`src/rtl/dma_evt_flags.sv`:
```
module dma_evt_flags #(
  parameter int NCH = 4
) (
  input  logic             clk,
  input  logic             rst_n,
  input  logic [NCH-1:0]   evt_half,
  input  logic [NCH-1:0]   evt_done,
  input  logic [NCH-1:0]   evt_err,
  input  logic [NCH-1:0]   en_half,
  input  logic [NCH-1:0]   en_done,
  input  logic [NCH-1:0]   en_err,
  input  logic             reg_wr,
  input  logic             reg_rd,
  input  logic             reg_sel,
  input  logic [4*NCH-1:0] reg_wdata,
  output logic [4*NCH-1:0] reg_rdata,
  output logic [NCH-1:0]   irq
);
  localparam int W = 4 * NCH;

  logic [NCH-1:0] f_half, f_done, f_err;
  logic [NCH-1:0] clr_half, clr_done, clr_err;
  logic [W-1:0]   status;
  logic           clr_wr;

  assign clr_wr = reg_wr & reg_sel;

  for (genvar c = 0; c < NCH; c++) begin : g_ch
    assign clr_half[c] = clr_wr & (reg_wdata[4*c]   | reg_wdata[4*c+3]);
    assign clr_done[c] = clr_wr & (reg_wdata[4*c+1] | reg_wdata[4*c+3]);
    assign clr_err[c]  = clr_wr & (reg_wdata[4*c+2] | reg_wdata[4*c+3]);
    assign status[4*c+:4] = {f_half[c] | f_done[c] | f_err[c], f_err[c], f_done[c], f_half[c]};
  end

  always_ff @(posedge clk or negedge rst_n) begin
    if (!rst_n) begin
      f_half <= '0;
      f_done <= '0;
      f_err  <= '0;
    end else begin
      f_half <= (f_half & ~clr_half) | evt_half;
      f_done <= (f_done & ~clr_done) | evt_done;
      f_err  <= (f_err  & ~clr_err)  | evt_err;
    end
  end

  always_ff @(posedge clk or negedge rst_n) begin
    if (!rst_n)      reg_rdata <= '0;
    else if (reg_rd) reg_rdata <= reg_sel ? '0 : status;
  end

  assign irq = (f_half & en_half) | (f_done & en_done) | (f_err & en_err);
endmodule

```
`config.mk`:
```
export PLATFORM = sky130hd
export DESIGN_NAME = dma_evt_flags
export DESIGN_NICKNAME = d
export VERILOG_FILES = /design/src/rtl/dma_evt_flags.sv
export SDC_FILE = /design/constraint.sdc
export NUM_CORES = 1
export LEC_CHECK = 0
export CORE_ASPECT_RATIO = 0.9
export CORE_MARGIN = 2
export CORE_UTILIZATION = 43
export CTS_CLUSTER_SIZE = 40
export DETAILED_ROUTE_END_ITERATION = 6
export DONT_BUFFER_PORTS = 1
export MAX_ROUTING_LAYER = met4
export PLACE_DENSITY = 0.59
export SKIP_LAST_GASP = 1
export SLEW_MARGIN = 20
export SYNTH_ARGS = -nofsm -noshare
export SYNTH_HDL_FRONTEND = slang
export SYNTH_SLANG_ARGS = --single-unit
```
`constraint.sdc`:
```
create_clock -name clk -period 0.98 [get_ports clk]
set_input_delay 0.049 -clock clk [delete_from_list [all_inputs] [get_ports clk]]
set_output_delay 0.049 -clock clk [all_outputs]
set_load 0.005 [all_outputs]
```
### Yosys cells after proc, flatten, opt, wreduce, memory -nomap -nowiden

Cells that the tools add are included.

* word-level logic and storage cells: 52
* memory bits (writable): 0
* output and inout bits: 20
* ROM bits: 0
* input bits: 45
* bits in latches: 0
* memories: 0
* register bits after elaboration: 28

* reductions and logical operators: 0
* $mul: 0
* shift operators: 0
* bitwise logic cells: 47
* multiplexer cells: 1
* equal/unequal tests: 0
* divide/modulo/power cells: 0
* add/sub/neg operators: 0
* order comparisons: 0

Operators with widths (count)
* bitwise AND 4 bit: 6
* bitwise OR 1 bit: 20
* bitwise OR 4 bit: 5
* 2-to-1 mux 16 bit: 1
* bitwise AND 1 bit: 13
* NOT 4 bit: 3

### Logic depth before layout (Yosys ltp)

Gate-level depths: netlist of run 1.

* word-level depth: 5
* gate-level depth with buffers: 4
* mapped depth without buffers: 2

### Worst setup path before layout of run 1

Ideal clock, no wire load.

* path kind: register to output
* from: reg f_half[0]
* to: out irq[0]
* setup slack: 0.177 ns
* stages on the path, launching flop included: 3
* arrival time: 0.754 ns
* required time: 0.931 ns
* buffers on the path: 0
* cells stage by stage: dfrtp_1 > a222oi_1 > inv_1

* cells in the longest elaborated chain, start to end: 3

RTL lines
* from (decl): line 21 `logic [NCH-1:0] f_half, f_done, f_err;`
* from (signal assigned): line 41 `f_half <= (f_half & ~clr_half) | evt_half;`
* bitwise AND 4 bit: line 52 `assign irq = (f_half & en_half) | (f_done & en_done) | (f_err & en_err);`
* bitwise OR 4 bit (2 in series): line 52
* to (decl): line 17 `output logic [NCH-1:0] irq`

Every way passes these cells.

### Worst setup path in the final report of run 1

* from: reg f_half[2]
* to: out irq[2]

Same word-level chain as after synthesis.

==> metrics, run 1 <==
MaxCap Viol Count=0; Main synth FF type=dfrtp_1; Area growth syn-to-layout=22.7%; Initial Util=0.452; worst rel slew slack=0.659; worst path required time=0.93 ns; Avg WL per Cell=16.5 um; clock latency on the worst-skew pair=0.32 ns; # clock sinks=28; Final period util=1.26; Setup Skew=0.000969 ns; synthesis-stage register bit count=28; global route overflow=0; Post-Synth Simple-Gate Area=0.0949; clk buf depth=2; Synthesized Nets=160; post-synthesis mux area share=0; achievable frequency=0.812 GHz; CTS tree=built; Storage cell area=701 um^2; htree depth=1; Ports=65; count of different cell masters after synthesis=15; Pwr Total=2090 uW; Post-synth EDFFs=0; max incr delay on CP=0.41 ns; largest cells by area after synthesis=dfrtp_1 (56%), a21o_1 (7.2%), nand3b_1 (7.2%); Post-Route WL=2900 um; ANT cells=0; CP top delay family=flip-flops; Site Rows=18; fin crit period=1.23 ns; compound-gate portion of the synthesized area=0.248; DRC viols=0; gpl congestion=0.718; Crit Path Category=reg2out; CP cell instances=a222oi_1 > inv_1; PD cells=1360 nW/um^2; Worst setup EP type=output pin; Filler Cell Count=264; xor-xnor portion of the synthesized cell area=0; Buf+Inv Stages, Crit Path=1; Slowest-stage cell, CP=dfrtp_1; failing checks=negative hold slack, negative setup slack; DIE WIDTH=60.9 um; pin slew with the least headroom to its limit=0.511 ns; Synth area leader=dfrtp_1; Synth Area per Inst=10.9 um^2; VDD IR max=1030 uV; initial antenna violation count=0; Final setup viols=4; leakage=0.000644 uW; register area share after synthesis=0.559; count leader, synth=dfrtp_1; HPWL Detailed=1880 um; post-synthesis cell count=115; Netlist Area Pre-Place=1250 um^2; Post-CTS Hold Fix Bufs=15; top cell type's share of synthesized area=0.559; crit path DAT=1.18 ns; Hold WS=-0.204 ns; Worst setup SP type=flip-flop; drt pass-1 iters=4; share of post-route cells with drive strength above 1=0.132; ys async rst share=1.00; area of the core=2770 um^2; Die H=55.2 um; Slew Limit Fails=0; worst-path maximum fanout=2; 1st-iter DRT viols=58; post-synthesis adder-cell area fraction=0; Post-Place Worst Slack=0.0801 ns; number of global-route vias before repair=1053; gr usage total=0.188; first-pass GRT wire length=4710 um; Worst-path clk slew=0.15 ns; multi-input logic area=450 um^2; full die area=3360 um^2; routed vias/inst=5.45; Fin. Hold Viols=28; RSZ-0062 raised after global routing=true; CTS Root Cell=clkbuf_4; largest family of logic cells by synthesized area=compound AO/OA/AOI/OAI gates; hold crit path type=in2reg; port bufs=0; top cells by count, synth=dfrtp_1 (28), inv_1 (20), a21o_1 (12), nand3b_1 (12); CTS Buf Count=3; final worst-path setup slack=-0.251 ns; largest net degree at the start of global routing=30; Vias=960; status=complete, but fails checks; final net count=183; count of yosys warnings during synthesis=0; Antenna Violating Nets Remaining=0
## where the power goes
group          total (uW)  switching, uW  internal [uW]
Clock                 469            325            144
Sequential           1330           75.8           1250
Combinational         290            127            163
## path summary, 6_finish.rpt
path,end,from,cells past startpoint,slack (ns)
min in group asynchronous,reg_rdata[12],rst_n,2,0.16
max in group asynchronous,reg_rdata[6],rst_n,2,0.65
worst max register to register,reg_rdata[3],f_err[0],3,0.05
worst min register to register,reg_rdata[5],reg_rdata[5],2,0.55
worst min-delay path,reg_rdata[14],reg_rd,1,-0.20
worst max-delay path,irq[2],f_half[2],2,-0.25
## layer usage
layer	GRT usage	part of all wire	up-vias
met5	-	0	-
met4	0.0186	0.0045	0
met3	0.0585	0.078	2
met2	0.326	0.51	47
met1	0.219	0.41	460
li1	-	-	451
## cells by family (layout without fill, tap and decap cells)
family,count (synthesis),in the layout
buf+inv,26,47
simple gates,17,17
flops,28,28
compound gates,44,44
## area by class of cell
cell class	instances	share of cell area
Sequential cell	28	0.456
Multi-Input combinational cell	61	0.293
Timing Repair Buffer	24	0.155
Inverter	20	0.0489
Tap cell	40	0.0326
Clock buffer	3	0.0147
## cell usage in the layout (no fill, tap or decap)
cell type        n
dfrtp_1         28
inv_1           20
dlygate4sd3_1   13
a21o_1          12
nand3b_1        12
o211ai_1        11
o21ai_0         11
buf_4            7
a222oi_1         4
o22ai_1          4
clkbuf_4         3
nor3_2           2
buf_6            2
o211ai_2         1
nand2b_2         1
o21ai_1          1
nor3_4           1
nor3_1           1
dlymetal6s4s_1   1
buf_12           1
## through the flow
step | std cells | area (um^2) | hold slack (ns) | util | TNS, ns
floorplan | 115 | 1250 | -0.247 | - | 0
global placement | 149 | 1250 | -0.246 | 0.453 | 0
detailed placement | 149 | 1250 | -0.246 | 0.453 | 0
CTS | 175 | 1500 | -0.213 | 0.541 | -1.60
global route | 176 | 1540 | -0.223 | 0.555 | -1.21
finish | 176 | 1540 | -0.204 | 0.555 | -0.897
## sequential cells by signal, summed over array words and instances, names as in the netlist
signal     count
reg_rdata     16
f_done         4
f_err          4
f_half         4
## what timing repair did
action / in CTS / in global routing
buffers inserted: 8 / 5
gates resized for setup: 0 / 7
endpoints found under the hold margin: 56 / 28
endpoints found under the setup margin: 4 / 19
pin swaps: 2 / 8
Note: power is estimated with default switching activity, not from simulation.
==> run 2: changes to the inputs <==
--- a/config.mk
+++ b/config.mk
@@ -12,7 +12,7 @@
 export DETAILED_ROUTE_END_ITERATION = 6
 export DONT_BUFFER_PORTS = 1
 export MAX_ROUTING_LAYER = met4
-export PLACE_DENSITY = 0.59
+export PLACE_DENSITY = 0.61
 export SKIP_LAST_GASP = 1
 export SLEW_MARGIN = 20
 export SYNTH_ARGS = -nofsm -noshare
==> constraint.sdc (replaced) <==
create_clock -name clk -period 1.1 [get_ports clk]
set_input_delay 0.055 -clock clk [delete_from_list [all_inputs] [get_ports clk]]
set_output_delay 0.055 -clock clk [all_outputs]
set_load 0.005 [all_outputs]
==> run 2 against run 1 <==
Against the previous run: the run still ends with negative hold slack, negative setup slack left; routed wire length decreased by 8.1%; core utilization decreased by 1.0 points; count of clock-buffer cells in the layout unchanged; via count decreased by 1.4%; clock power decreased by 15%; combinational power decreased by 16%; sequential share of layout area increased by 0.87 points; total power decreased by 12%; die area unchanged; global-route usage decreased by 0.59 points; register-to-register slack about the same; clock skew increased by 0.00075 ns.
==> metrics, run 2 (same netlist as run 1, synthesis figures left out) <==
Final setup viols=4; status=complete, but fails checks; Worst setup EP type=output pin; Worst-path clk slew=0.13 ns; final net count=183; MaxCap Viol Count=0; clock latency on the worst-skew pair=0.31 ns; max FFs per register=16; most common cell after layout, fill and taps aside=dfrtp_1; DRC viols=0; global route overflow=0; combinational power share=0.134; gr usage total=0.182; first-pass GRT wire length=4500 um; Final period util=1.09; Area growth syn-to-layout=20.4%; crit path DAT=1.14 ns; Post-CTS Hold Fix Bufs=15; achievable frequency=0.834 GHz; Avg WL per Cell=15.1 um; Buf+Inv Stages, Crit Path=1; Psw=442 uW; Antenna Violating Nets Remaining=0; Crit Path Category=reg2out; final worst-path setup slack=-0.0986 ns; number of global-route vias before repair=1018; ANT cells=0; HPWL Detailed=1780 um; dpl cells=149; worst rel slew slack=0.699; CTS tree=built; failing checks=negative hold slack, negative setup slack; Vias=947; worst-path maximum fanout=2; Switching Fraction=0.242; CP cell instances=a222oi_1 > inv_1; DIE WIDTH=60.9 um; CTS Buf Count=3; worst path required time=1.04 ns; CP top delay family=flip-flops; clk buf depth=2; hold_sp=reg_rd; Fin. Hold Viols=28; internal power=1390 uW; area of the core=2770 um^2; largest net degree at the start of global routing=30; worst reg2reg path endpoint=reg_rdata[15]; commonest cells after routing, fill and taps aside=dfrtp_1 (28), inv_1 (20), dlygate4sd3_1 (13); Hold WS=-0.182 ns; FF-to-FF Start=f_half[3]; leakage=0.000630 uW; fin crit period=1.20 ns; Post-Route WL=2660 um; initial antenna violation count=0; share of post-route cells with drive strength above 1=0.110; Site Rows=18; hold crit path type=in2reg; Initial Util=0.452; port bufs=0; Slowest-stage cell, CP=dfrtp_1; VDD IR max=907 uV; routed vias/inst=5.38; Worst R2R Path Depth=4; Ports=65; pin slew with the least headroom to its limit=0.452 ns; Flop pwr share=0.648; drt pass-1 iters=4; RSZ-0062 raised after global routing=true; Biggest register=reg_rdata; gpl congestion=0.770; Hold EP=reg_rdata[14]; final std cells w/o fill=176; FF-to-FF setup slack=0.06 ns; Worst setup SP type=flip-flop; PD cells=1210 nW/um^2; clock power share=0.218; Die H=55.2 um; WHS Path Cells=1; max incr delay on CP=0.42 ns; full die area=3360 um^2; Setup Skew=0.00172 ns; TNS Setup=-0.325 ns; Slew Limit Fails=0; CTS Root Cell=clkbuf_4; 1st-iter DRT viols=82; # clock sinks=28; htree depth=1
==> run 2: per-stage QoR <==
step                power [uW]  instance area, um^2  utilization  setup slack [ns]  hold WS (ns)
finish                    1830                 1510        0.544           -0.0986        -0.182
global route              1950                 1510        0.544            -0.189        -0.214
CTS                       1850                 1500        0.541            -0.115        -0.194
detailed placement        1350                 1250        0.453             0.225        -0.240
global placement          1340                 1250        0.453             0.234        -0.240
floorplan                 1340                 1250            -             0.291        -0.241
==> run 2: worst max path at each step <==
stage	from	endpoint	slack (ns)	cells past startpoint
floorplan	f_half[0]	irq[0]	0.29	2
global placement	f_half[0]	irq[0]	0.23	2
detailed placement	f_half[0]	irq[0]	0.22	2
CTS	f_half[0]	irq[0]	-0.12	2
global route	f_half[1]	irq[1]	-0.19	2
finish	f_half[0]	irq[0]	-0.1	2
==> run 2: worst reg2reg max path: cells and delay by family, from the launching register on <==
| kind | cells | cell delay [ns] |
|---|---|---|
| AOI/OAI and AO/OA | 1 | 0.08 |
| buffers and inverters | 2 | 0.26 |
| DFF | 1 | 0.41 |
| and+or+nand+nor | 1 | 0.18 |
==> run 2: per-layer routing <==
layer / track usage / up-vias / share of wire
li1: - / 455 / -
met1: 0.212 / 449 / 0.44
met2: 0.304 / 41 / 0.49
met3: 0.0585 / 2 / 0.065
met4: 0.0373 / 0 / 0.0071
met5: - / - / 0
==> run 2: repair_timing <==
item	4_1_cts	5_1_grt
endpoints found under the hold margin	56	28
setup endpoints to repair	4	5
resized for setup	0	1
setup buffers	8	1
gates cloned	0	0
pin swaps	1	0
==> run 2: power groups by stage <==
| stage | Clock [uW] | Sequential (uW) | Combinational (uW) |
|---|---|---|---|
| after floorplan | 0 | 1190 | 148 |
| after global placement | 0 | 1210 | 128 |
| after detailed placement | 0 | 1220 | 129 |
| after CTS | 421 | 1190 | 245 |
| after global routing | 474 | 1200 | 282 |
| final | 398 | 1180 | 245 |
==> run 2: area by class of cell <==
type	instances	area [um^2]
flip-flops and latches	28	701
well taps	40	50.0
multi-input cells	61	429
inverters	20	75.1
clock buffers	3	22.5
fillers	250	1260
repair buffers	24	230
